## config.mk

```make
export PLATFORM = sky130hd
export DESIGN_NAME = hs_chirp_negotiator
export DESIGN_NICKNAME = d
export VERILOG_FILES = /design/src/rtl/chirp_pkg.sv /design/src/rtl/chirp_timers.sv /design/src/rtl/chirp_ctrl.sv /design/src/rtl/hs_chirp_negotiator.sv
export SDC_FILE = /design/constraint.sdc
export NUM_CORES = 1
export LEC_CHECK = 0
export BUFFER_PORTS_ARGS = -buffer_cell sky130_fd_sc_hd__buf_4
export CAP_MARGIN = 0
export CORE_ASPECT_RATIO = 0.75
export CORE_MARGIN = 5
export CORE_UTILIZATION = 60
export CTS_CLUSTER_DIAMETER = 150
export DETAILED_ROUTE_END_ITERATION = 6
export GPL_ROUTABILITY_DRIVEN = 0
export PLACE_DENSITY = 0.78
export SKIP_CTS_REPAIR_TIMING = 1
export SKIP_LAST_GASP = 1
export SLEW_MARGIN = 20
export SYNTH_ARGS = -nofsm -noshare
export SYNTH_HDL_FRONTEND = slang
export SYNTH_SLANG_ARGS = --single-unit
```

## constraint.sdc

```tcl
create_clock -name clk -period 3.25 [get_ports clk]
set_input_delay 0.325 -clock clk [delete_from_list [all_inputs] [get_ports clk]]
set_output_delay 0.325 -clock clk [all_outputs]
set_load 0.01 [all_outputs]
```

## src/rtl/chirp_pkg.sv

```systemverilog
package chirp_pkg;

  typedef enum logic [2:0] {
    LN_SE0 = 3'd0,
    LN_FSJ = 3'd1,
    LN_FSK = 3'd2,
    LN_HSJ = 3'd3,
    LN_HSK = 3'd4
  } lineCode_t;

  typedef enum logic [2:0] {
    ST_IDLE     = 3'd0,
    ST_WAIT_SE0 = 3'd1,
    ST_CHIRP    = 3'd2,
    ST_LISTEN   = 3'd3,
    ST_FULL     = 3'd4,
    ST_HIGH     = 3'd5
  } negState_t;

  // strobes from control to datapath
  typedef struct packed {
    logic clrAll;
    logic clrChirp;
    logic clrListen;
    logic inChirp;
    logic inListen;
  } tmrCtl_t;

  // status from datapath to control
  typedef struct packed {
    logic deadlineHit;
    logic chirpDone;
    logic waitExpired;
    logic pairDone;
  } tmrFlags_t;

endpackage

```

## src/rtl/chirp_timers.sv

```systemverilog
module chirp_timers
  import chirp_pkg::*;
#(
  parameter int CHIRP_TICKS    = 20,
  parameter int DEADLINE_TICKS = 70,
  parameter int WTFS_TICKS     = 60,
  parameter int FILT_TICKS     = 3,
  parameter int PAIRS          = 3
) (
  input  logic      clk,
  input  logic      rstN,
  input  lineCode_t line,
  input  tmrCtl_t   ctl,
  output tmrFlags_t flags
);

  localparam int T0W = $clog2(DEADLINE_TICKS + 1);
  localparam int T2W = $clog2(CHIRP_TICKS + 1);
  localparam int T3W = $clog2(WTFS_TICKS + 1);
  localparam int RW  = $clog2(FILT_TICKS + 1);
  localparam int CW  = $clog2(PAIRS + 1);

  logic [T0W-1:0] sinceReset;
  logic [T2W-1:0] chirpAge;
  logic [T3W-1:0] listenAge;
  logic [RW-1:0]  runLen;
  logic [RW-1:0]  runNext;
  logic [CW-1:0]  pairCnt;
  lineCode_t      lastLvl;
  logic           kSeen;
  logic           newRun, isChirpLvl, qual, qualK, qualJ;

  // reset-duration timer, saturating
  always_ff @(posedge clk or negedge rstN) begin
    if (!rstN) sinceReset <= '0;
    else if (ctl.clrAll) sinceReset <= '0;
    else if (sinceReset != T0W'(DEADLINE_TICKS)) sinceReset <= sinceReset + 1'b1;
  end

  // device chirp length timer
  always_ff @(posedge clk or negedge rstN) begin
    if (!rstN) chirpAge <= '0;
    else if (ctl.clrAll || ctl.clrChirp) chirpAge <= '0;
    else if (ctl.inChirp && chirpAge != T2W'(CHIRP_TICKS)) chirpAge <= chirpAge + 1'b1;
  end

  // glitch filter and pair qualification
  always_comb begin
    newRun     = (line != lastLvl);
    isChirpLvl = (line == LN_HSJ) || (line == LN_HSK);
    if (newRun) runNext = RW'(1);
    else if (runLen == RW'(FILT_TICKS)) runNext = runLen;
    else runNext = runLen + 1'b1;
    qual  = isChirpLvl && (runNext == RW'(FILT_TICKS)) &&
            (newRun || runLen != RW'(FILT_TICKS));
    qualK = qual && (line == LN_HSK);
    qualJ = qual && (line == LN_HSJ) && kSeen;
  end

  always_ff @(posedge clk or negedge rstN) begin
    if (!rstN) begin
      listenAge <= '0;
      runLen    <= '0;
      lastLvl   <= LN_SE0;
      kSeen     <= 1'b0;
      pairCnt   <= '0;
    end else if (ctl.clrAll || ctl.clrListen) begin
      listenAge <= '0;
      runLen    <= '0;
      lastLvl   <= LN_SE0;
      kSeen     <= 1'b0;
      pairCnt   <= '0;
    end else if (ctl.inListen) begin
      if (listenAge != T3W'(WTFS_TICKS)) listenAge <= listenAge + 1'b1;
      runLen  <= runNext;
      lastLvl <= line;
      if (qualK) kSeen <= 1'b1;
      else if (qualJ) begin
        kSeen <= 1'b0;
        if (pairCnt != CW'(PAIRS)) pairCnt <= pairCnt + 1'b1;
      end
    end
  end

  always_comb begin
    flags.deadlineHit = (int'(sinceReset) + 1) >= DEADLINE_TICKS;
    flags.chirpDone   = (int'(chirpAge) + 1) >= CHIRP_TICKS;
    flags.waitExpired = (int'(listenAge) + 1) >= WTFS_TICKS;
    flags.pairDone    = qualJ && ((int'(pairCnt) + 1) >= PAIRS);
  end

  AST_PAIR_STEP: assert property (@(posedge clk) disable iff (!rstN)
    (ctl.inListen && !ctl.clrAll && !ctl.clrListen) |=>
      (pairCnt == $past(pairCnt) || pairCnt == $past(pairCnt) + 1'b1));

  AST_FILTER_BOUND: assert property (@(posedge clk) disable iff (!rstN)
    int'(runLen) <= FILT_TICKS);

  AST_LISTEN_BOUND: assert property (@(posedge clk) disable iff (!rstN)
    ctl.inListen |-> int'(listenAge) < WTFS_TICKS);

  AST_CHIRP_BOUND: assert property (@(posedge clk) disable iff (!rstN)
    ctl.inChirp |-> int'(chirpAge) < CHIRP_TICKS);

endmodule

```

## src/rtl/chirp_ctrl.sv

```systemverilog
module chirp_ctrl
  import chirp_pkg::*;
(
  input  logic      clk,
  input  logic      rstN,
  input  logic      busResetStrobe,
  input  lineCode_t line,
  input  tmrFlags_t flags,
  output tmrCtl_t   ctl,
  output logic      chirpKDrive,
  output logic      hsTermEn,
  output logic      dpPullupEn,
  output logic      hsMode
);

  negState_t state, nxt;

  always_comb begin
    nxt = state;
    ctl = '0;
    if (busResetStrobe) begin
      nxt        = ST_WAIT_SE0;
      ctl.clrAll = 1'b1;
    end else begin
      unique case (state)
        ST_WAIT_SE0: begin
          if (line == LN_SE0) begin
            nxt          = ST_CHIRP;
            ctl.clrChirp = 1'b1;
          end else if (flags.deadlineHit) begin
            nxt = ST_FULL;
          end
        end
        ST_CHIRP: begin
          ctl.inChirp = 1'b1;
          if (flags.chirpDone || flags.deadlineHit) begin
            nxt           = ST_LISTEN;
            ctl.clrListen = 1'b1;
          end
        end
        ST_LISTEN: begin
          ctl.inListen = 1'b1;
          if (flags.pairDone) nxt = ST_HIGH;
          else if (flags.waitExpired) nxt = ST_FULL;
        end
        default: nxt = state;
      endcase
    end
  end

  always_ff @(posedge clk or negedge rstN) begin
    if (!rstN) state <= ST_IDLE;
    else state <= nxt;
  end

  always_comb begin
    chirpKDrive = (state == ST_CHIRP);
    hsTermEn    = (state == ST_HIGH);
    hsMode      = (state == ST_HIGH);
    dpPullupEn  = (state == ST_WAIT_SE0) || (state == ST_CHIRP) ||
                  (state == ST_LISTEN) || (state == ST_FULL);
  end

  AST_RESTART: assert property (@(posedge clk) disable iff (!rstN)
    busResetStrobe |=> state == ST_WAIT_SE0);

  AST_SE0_CHIRP: assert property (@(posedge clk) disable iff (!rstN)
    (state == ST_WAIT_SE0 && line == LN_SE0 && !busResetStrobe) |=> state == ST_CHIRP);

  AST_DEADLINE: assert property (@(posedge clk) disable iff (!rstN)
    (state == ST_CHIRP && flags.deadlineHit && !busResetStrobe) |=> state == ST_LISTEN);

  AST_HS_HOLD: assert property (@(posedge clk) disable iff (!rstN)
    (state == ST_HIGH && !busResetStrobe) |=> state == ST_HIGH);

endmodule

```

## src/rtl/hs_chirp_negotiator.sv

```systemverilog
module hs_chirp_negotiator
  import chirp_pkg::*;
#(
  parameter int CHIRP_TICKS    = 20,
  parameter int DEADLINE_TICKS = 70,
  parameter int WTFS_TICKS     = 60,
  parameter int FILT_TICKS     = 3,
  parameter int PAIRS          = 3
) (
  input  logic       clk,
  input  logic       rstN,
  input  logic       busResetStrobe,
  input  logic [2:0] lineState,
  output logic       chirpKDrive,
  output logic       hsTermEn,
  output logic       dpPullupEn,
  output logic       hsMode
);

  lineCode_t lineCode;
  tmrCtl_t   tmrCtl;
  tmrFlags_t tmrFlags;

  assign lineCode = lineCode_t'(lineState);

  chirp_ctrl i_ctrl (
    .clk           (clk),
    .rstN          (rstN),
    .busResetStrobe(busResetStrobe),
    .line          (lineCode),
    .flags         (tmrFlags),
    .ctl           (tmrCtl),
    .chirpKDrive   (chirpKDrive),
    .hsTermEn      (hsTermEn),
    .dpPullupEn    (dpPullupEn),
    .hsMode        (hsMode)
  );

  chirp_timers #(
    .CHIRP_TICKS   (CHIRP_TICKS),
    .DEADLINE_TICKS(DEADLINE_TICKS),
    .WTFS_TICKS    (WTFS_TICKS),
    .FILT_TICKS    (FILT_TICKS),
    .PAIRS         (PAIRS)
  ) i_timers (
    .clk  (clk),
    .rstN (rstN),
    .line (lineCode),
    .ctl  (tmrCtl),
    .flags(tmrFlags)
  );

endmodule

```

# Word level (Yosys, flattened, before mapping)
# Index checks and enable logic that the tools add are counted.
[totals]
elab_cells = 104
romBits = 0
in_bits = 6
mem_bits_rw = 0
reg_bits = 29
memories = 0
latch_bits = 0
out_inout_bits = 4
[classes]
div_mod_pow = 0
eq_ne = 19
n_bitwise = 0
magnitude_cmp = 4
reduce_logical = 28
n_shift = 0
add_sub_neg = 9
mul = 0
mux = 36
[op_table]
columns = ["cell", "n"]
rows = [
  ["$ge 32x3->1 const B", 1],
  ["$ge 32x6->1 const B", 1],
  ["$ge 32x7->1 const B", 1],
  ["$ge 32x8->1 const B", 1],
  ["$mux 3", 8],
  ["$mux 2", 10],
  ["$mux 6", 3],
  ["$mux 7", 2],
  ["$reduce_bool 2->1", 6],
  ["$mux 5", 2],
  ["$eq 3x2->1 const B", 3],
  ["$eq 3x3->1 const B", 3],
  ["$mux 1", 9],
  ["$pmux 3 s3", 1],
  ["$add 7x1->8 const B", 1],
  ["$logic_or 1x1->1", 8],
  ["$ne 4x2->1 const B", 2],
  ["$reduce_and 4->1", 2],
  ["$add 6x1->7 const B", 1],
  ["$add 7x1->7 const B", 1],
  ["$logic_and 1x1->1", 7],
  ["$ne 7x7->1 const B", 1],
  ["$add 5x1->6 const B", 1],
  ["$add 6x1->6 const B", 1],
  ["15 further kinds", 20],
]

# Depth between registers and ports, before layout
# Gate-level depths: netlist of run 1.
[logic_depth]
word_depth = 12
depth_mapped = 9
ltp_nobuf = 8

# Modules after synthesis
# Synthesis of run 1 repeated with hierarchy kept, for this count alone.
[hier_totals]
hier_cells = 204
hier_area_um2 = 1839.3
[by_module_without_submodules]
columns = ["module", "n_inst", "cells_each", "seq_area_each_um2", "area_per_inst_um2"]
rows = [
  ["chirp_timers", 1, 166, 650.6, 1546.5],
  ["chirp_ctrl", 1, 38, 75.1, 292.8],
]

# Least setup slack after synthesis of run 1
# Ideal clock, no wire load.
[synth_timing]
path_kind = "register to register"
start = "reg i_timers.sinceReset[0]"
end = "reg i_ctrl.state[0]"
stages_incl_launch_ff = 9
n_path_buf = 0
slack_ps = 1084
setup_time_ps = 131
t_arrival_ps = 2035
cell_sequence = "dfrtp_1 > inv_1 > ha_1 > nand2b_1 > a211oi_1 > o31a_1 > a211oi_2 > o31a_2 > or3_1"
[synth_between]
elab_chain_len = 5
elab_cells_between_ends = 6
cone_classes = "add/sub (1); order compare (1); eq/ne (2); reduce/logical (2)"
[synth_rtl]
columns = ["item", "line_no", "rtl"]
rows = [
  ["from (decl)", "chirp_timers.sv:23", "logic [T0W-1:0] sinceReset;"],
  ["from (signal assigned)", "chirp_timers.sv:37", "else if (sinceReset != T0W'(DEADLINE_TICKS)) sinceReset <= sinceReset + 1'b1;"],
  ["$add 7x1->8 (*)", "chirp_timers.sv:86", "flags.deadlineHit = (int'(sinceReset) + 1) >= DEADLINE_TICKS;"],
  ["$ge 32x8->1 (*)", "chirp_timers.sv:86", ""],
  ["$logic_or 1x1->1", "chirp_ctrl.sv:36", "if (flags.chirpDone || flags.deadlineHit) begin"],
  ["$ne 3x2->1 (no line)", "n/a", ""],
  ["$reduce_and 4->1 (no line) (*)", "n/a", ""],
  ["to (signal assigned)", "chirp_ctrl.sv:53", "else state <= nxt;"],
  ["to (decl)", "chirp_ctrl.sv:16", "negState_t state, nxt;"],
]
# Every way passes the cells marked *; elsewhere a longest branch is shown, timed or not.
# A chain may end at the register's enable or synchronous reset.

# Final worst setup path of run 1
# Same ends and word-level chain as after synthesis.

==> flow_summary.ini, run 1 <==
[outcome]
status = finished, final reports clean

[route]
firstDrtPassIters = 4
drc = 0
wl_per_cell_um = 14.3
ant_nets = 0
drt_wl_total_um = 3580
viasPerCell = 5.89
drtIter0Drc = 73
dr_total_vias = 1473

[floorplanning]
core_region_area_um2 = 2980
dieArea_um2 = 4350
dieHeight_um = 58.4
rows = 17
pin_count = 10
die_w_um = 74.5
start_util_pct = 62.8

[sta]
period_share_pct = 74.9
fin_crit_ns = 2.43
setup-violations-final = 0
whs_ns = 0.341
slew_violations = 0
rsz0062_at_grt = no
skew_ns = 0.00596
relSlewSlack_pct = 65.4
finalHoldViolations = 0
tightest_slew_ns = 0.517
tns_ns = 0
fmax_ghz = 0.411

[cells_and_area]
finalNetCount = 228
final_area_um2 = 2030
mostFrequentLayoutCells = 29 x dfrtp_1, 23 x nor2_1, 16 x nand2_1
final_common_cell = dfrtp_1
syn2layout_area_growth_pct = 8.56
nFillCells = 251
diodes = 0
layout-drive-gt1-share_pct = 12.3

[placement]
place_area_um2 = 1930
numPortBuffers = 9
dpl.hpwl_um = 2640

[cts]
cts.clk_slew.worst_paths_ns = 0.06
cts_buffers = 5
cts_sinks = 29
cts_root_buf = clkbuf_8
clock_latency_ns = 0.28
cts_tree = built
htree_levels = 2
cts_buffer_depth = 2

[power_and_ir_drop]
p_leak_nw = 0.894
pwr-share-comb_pct = 12.4
power.density_nw_per_um2 = 380
ir_worst_vdd_mv = 0.262
power_uw = 773
internal-power_uw = 581
seq_power_share_pct = 50.0
swShare_pct = 24.7
clkPwrFrac_pct = 37.6
p_sw_uw = 191

[min_path]
holdCritPathClass = primary input to flop

[synth]
synth_area_um2 = 1870
yosysTopAreaCellShare_pct = 38.8
ys_warn_count = 0
async_flop_share_pct = 100
synthCells = 205
synth.avg_cell_area_um2 = 9.12
yosys-top-cells-area = dfrtp_1 39%, ha_1 6.7%, xnor2_1 5.2%, nor2_1 4.6%, xor2_1 3.7%
synth_fp_nets = 221
synth_seq_cells = 29
post_synth_num_cell_types = 53
synth_top_cell_by_area = dfrtp_1
yosysSeqAreaShare_pct = 38.8
synth_edf_count = 0
yosys_most_used_dff = dfrtp_1

[setup_path]
start_kind = flop
path_max_fanout = 15
cp.required_ns = 3.41
endpoint_kind = flop
worstSetupPathType = flop to flop
cp.arrival_ns = 2.59

[job]
drv_cap = 0

[grt]
grt_overflow = 0
antenna_found_initial = 0
grt_pass1_wl_um = 6070
first_global_vias = 1417
groute.usage.overall_pct = 18.3
grt_max_degree = 30
synth_stat cells, types with 6 or more instances:
library cell	n
a21oi_1	6
clkbuf_1	6
dfrtp_1	29
ha_1	10
inv_1	11
nand2_1	16
nand3_1	6
nor2_1	23
nor3_1	11
xnor2_1	11
xor2_1	8
power groups by stage:
stage / Sequential (mW) / Combinational, mW / Clock (mW)
4_1_cts: 0.386 / 0.0959 / 0.299
5_1_grt: 0.388 / 0.107 / 0.318
3_3_place_gp: 0.390 / 0.0922 / 0
3_5_place_dp: 0.391 / 0.0956 / 0
6_report: 0.386 / 0.0960 / 0.291
2_1_floorplan: 0.386 / 0.0673 / 0
path summary, 6_finish.rpt:
kind | startpoint | to | cells past startpoint | slack (ns)
worst max register to register | i_timers.sinceReset[0] | i_ctrl.state[0] | 8 | 0.82
worst min register to register | i_timers.kSeen | i_timers.kSeen | 2 | 0.55
worst min-delay path | busResetStrobe | i_timers.sinceReset[6] | 2 | 0.34
min in group asynchronous | rstN | i_timers.runLen[0] | 2 | 0.51
max in group asynchronous | rstN | i_timers.sinceReset[0] | 2 | 2.47
worst max-delay path | i_timers.sinceReset[0] | i_ctrl.state[0] | 8 | 0.82
per-stage QoR:
stage	std cells	utilization (%)	setup slack, ns
floorplan	205	-	1.08
finish	250	68.2	0.816
global placement	242	65.0	0.899
detailed placement	242	65.0	0.813
global route	250	68.2	0.635
CTS	249	67.9	0.805
final cells by class:
class / count / area (µm²) / share of cell area (%)
repair buffers: 10 / 77.6 / 3.82
well taps: 38 / 47.5 / 2.34
inverters: 11 / 41.3 / 2.03
clock buffers: 7 / 86.3 / 4.25
multi-input cells: 155 / 1050 / 51.8
flip-flops and latches: 29 / 726 / 35.7
worst max-delay path, stage by stage, from the launching register on:
cell and delay [ns]:
dfrtp_1 0.45, inv_1 0.07, ha_1 0.30, nand2b_1 0.08, a211oi_1 0.31, o31a_1 0.18, a211oi_2 0.08, o31a_2 0.46
or3_1 0.40
layer usage:
layer	routed length [µm]	up-vias	global-route usage (%)
met2	1720	35	30.0
met5	0	-	0
li1	-	722	-
met3	214	5	6.83
met4	47	0	7.11
met1	1610	711	21.7
sequential cells by signal, indices dropped and copies added (netlist names):
register and count:
i_timers.sinceReset 7, i_timers.listenAge 6, i_timers.chirpAge 5, i_ctrl.state 3
i_timers.lastLvl 3, i_timers.pairCnt 2, i_timers.runLen 2, i_timers.kSeen 1
kinds of logic after synthesis:
kind of cell / Yosys count / share of synthesized area (%)
mux: 4 / 2.14
fa+ha+maj: 10 / 6.69
flops: 29 / 38.8
compound gates: 29 / 11.2
simple gates: 93 / 27.4
buf+inv: 21 / 4.95
xor+xnor: 19 / 8.90
(Power assumes the default switching activity.)
==> inputs of run 2 (changes only) <==
--- a/config.mk
+++ b/config.mk
@@ -5,15 +5,16 @@
 export SDC_FILE = /design/constraint.sdc
 export NUM_CORES = 1
 export LEC_CHECK = 0
+export ABC_AREA = 1
 export BUFFER_PORTS_ARGS = -buffer_cell sky130_fd_sc_hd__buf_4
 export CAP_MARGIN = 0
 export CORE_ASPECT_RATIO = 0.75
 export CORE_MARGIN = 5
-export CORE_UTILIZATION = 60
+export CORE_UTILIZATION = 55
 export CTS_CLUSTER_DIAMETER = 150
 export DETAILED_ROUTE_END_ITERATION = 6
 export GPL_ROUTABILITY_DRIVEN = 0
-export PLACE_DENSITY = 0.78
+export PLACE_DENSITY = 0.76
 export SKIP_CTS_REPAIR_TIMING = 1
 export SKIP_LAST_GASP = 1
 export SLEW_MARGIN = 20
==> constraint.sdc (replaced) <==
create_clock -name clk -period 2 [get_ports clk]
set_input_delay 0.2 -clock clk [delete_from_list [all_inputs] [get_ports clk]]
set_output_delay 0.2 -clock clk [all_outputs]
set_load 0.01 [all_outputs]
==> flow_summary.ini, run 2 <==
[synth]
ys_warn_count = 0
synth-compound-area-share_pct = 8.67
synth_top_family_by_area = simple AND/OR/NAND/NOR gates
yosysTopAreaCellShare_pct = 37.5
synth_seq_cells = 29
yosys-top-cells-area = dfrtp_1 38%, nand2_1 12%, inv_1 8.2%, ha_1 6.5%, nand3_1 6.2%
synth_edf_count = 0
yosys.area_share.adder_pct = 6.47
async_flop_share_pct = 100
synthXorXnorAreaFrac_pct = 3.17
synthMuxAreaShare_pct = 0
synth.avg_cell_area_um2 = 7.35
synth_area_um2 = 1930
yosys-top-cells-count = 62 x nand2_1, 42 x inv_1, 29 x dfrtp_1
yosysSeqAreaShare_pct = 37.5
synth_top_cell_by_area = dfrtp_1
synthCells = 263
synth.most_common_cell = nand2_1
synthSimpleGateAreaFrac_pct = 34.4
synth_fp_nets = 279
yosys_most_used_dff = dfrtp_1
post_synth_num_cell_types = 29

[sta]
whs_ns = 0.152
worst_slack_ns = 0.219
tns_ns = 0
relSlewSlack_pct = 74.3
finalHoldViolations = 0
slew_violations = 0
period_share_pct = 89.0
fmax_ghz = 0.562
tightest_slew_ns = 0.386
rsz0062_at_grt = no
fin_crit_ns = 1.78
setup-violations-final = 0
skew_ns = 0.00519

[route]
wl_per_cell_um = 12.6
drtIter0Drc = 125
ant_nets = 0
firstDrtPassIters = 5
viasPerCell = 5.20
dr_total_vias = 1648
drt_wl_total_um = 4000
drc = 0

[floorplanning]
rows = 18
core_region_area_um2 = 3330
dieHeight_um = 61.3
pin_count = 10
dieArea_um2 = 4810
die_w_um = 78.5
start_util_pct = 58.0

[grt]
grt_pass1_wl_um = 6960
antenna_found_initial = 0
first_global_vias = 1594
groute.usage.overall_pct = 18.9
grt_max_degree = 30
grt_overflow = 0

[cells_and_area]
mostFrequentLayoutCells = 62 x nand2_1, 42 x inv_1, 29 x dfrtp_1
final_util_pct = 64.3
largest_register = i_timers.sinceReset
largest_reg_flops = 7
finalNetCount = 293
largestRegisters = i_timers.sinceReset: 7 flops, i_timers.listenAge: 6 flops, i_timers.chirpAge: 5 flops
final_area_um2 = 2140
layout-drive-gt1-share_pct = 15.2
final_cell_count_no_fill = 317
final_common_cell = nand2_1
syn2layout_area_growth_pct = 10.9
diodes = 0

[cts]
clock_latency_ns = 0.29
cts_tree = built
htree_levels = 2
cts_buffers = 5
cts_buffer_depth = 2
cts_root_buf = clkbuf_8
cts_sinks = 29
cts.clk_slew.worst_paths_ns = 0.06

[placement]
pre_cts_slack_ns = 0.121
place_area_um2 = 2030
numPortBuffers = 9
dpl.hpwl_um = 2700
dp_cells = 309

[power_and_ir_drop]
pwr-share-comb_pct = 24.2
swShare_pct = 33.7
seq_power_share_pct = 44.1
internal-power_mw = 1.05
p_leak_nw = 1.05
p_sw_uw = 535
power.density_nw_per_um2 = 740
power_mw = 1.59
clkPwrFrac_pct = 31.7
ir_worst_vdd_mv = 0.491

[setup_path]
reg2reg_slack_ns = 0.22
worstSetupStartpoint = i_timers.sinceReset[0]
r2r-end = i_ctrl.state[2]
path_max_fanout = 4
worstSetupPathType = flop to flop
cp.arrival_ns = 2.01
endpoint_kind = flop
start_kind = flop
cp.required_ns = 2.23
r2r_cells = 11
r2r_start = i_timers.sinceReset[0]

[min_path]
min_to = i_timers.sinceReset[6]
holdCritPathClass = primary input to flop
min-delay-start = busResetStrobe
whs_path_depth = 2

[job]
drv_cap = 0

[outcome]
status = finished, final reports clean
run 2: how the worst max path moves through the flow:
stage                                       end  slack [ns]  depth (start not counted)
after floorplan                  i_timers.kSeen        0.33                         12
after global placement    i_timers.listenAge[0]        0.25                         11
after detailed placement  i_timers.listenAge[0]        0.12                         11
after CTS                 i_timers.listenAge[0]        0.10                         11
after global routing        i_timers.pairCnt[1]        0.01                         11
final                           i_ctrl.state[2]        0.22                         11
run 2: per-layer routing:
metal | routed length [µm] | GRT usage, % | vias up
met1 | 2030 | 24.8 | 748
li1 | - | - | 864
met4 | 68 | 8.73 | 0
met3 | 207 | 4.24 | 7
met5 | 0 | 0 | -
met2 | 1700 | 30.6 | 29
run 2: kinds of logic (layout without fill, tap and decap cells):
| family | Yosys count | count (layout) |
|---|---|---|
| xor gates and xnor gates | 7 | 7 |
| and+or+nand+nor | 143 | 143 |
| adders and majority gates | 10 | 10 |
| buffers and inverters | 47 | 61 |
| DFF | 29 | 29 |
| AOI/OAI and AO/OA | 27 | 27 |
run 2: power by group through the flow:
stage	logic (mW)	clock network [mW]	registers [mW]
floorplan	0.265	0	0.693
CTS	0.379	0.504	0.697
detailed placement	0.376	0	0.707
global placement	0.369	0	0.705
global route	0.435	0.532	0.708
finish	0.384	0.504	0.700
run 2: final cells by class:
type / count / area (µm²)
timing repair buffer: 10 / 77.6
clock buffer: 7 / 86.3
sequential: 29 / 726
inverter: 44 / 165
fill: 325 / 1190
multi-input combinational: 187 / 1040
tap: 40 / 50.0
run 2: critical path: stages (launching register included):
cell and delay [ns]:
dfrtp_1 0.43, ha_2 0.23, or2_1 0.25, nand3_1 0.07
nand2_1 0.05, nor2_1 0.08, nand2_1 0.07, nand2_2 0.08
nand4_1 0.17, nand3_1 0.18, nand2_1 0.06, nand2_1 0.06
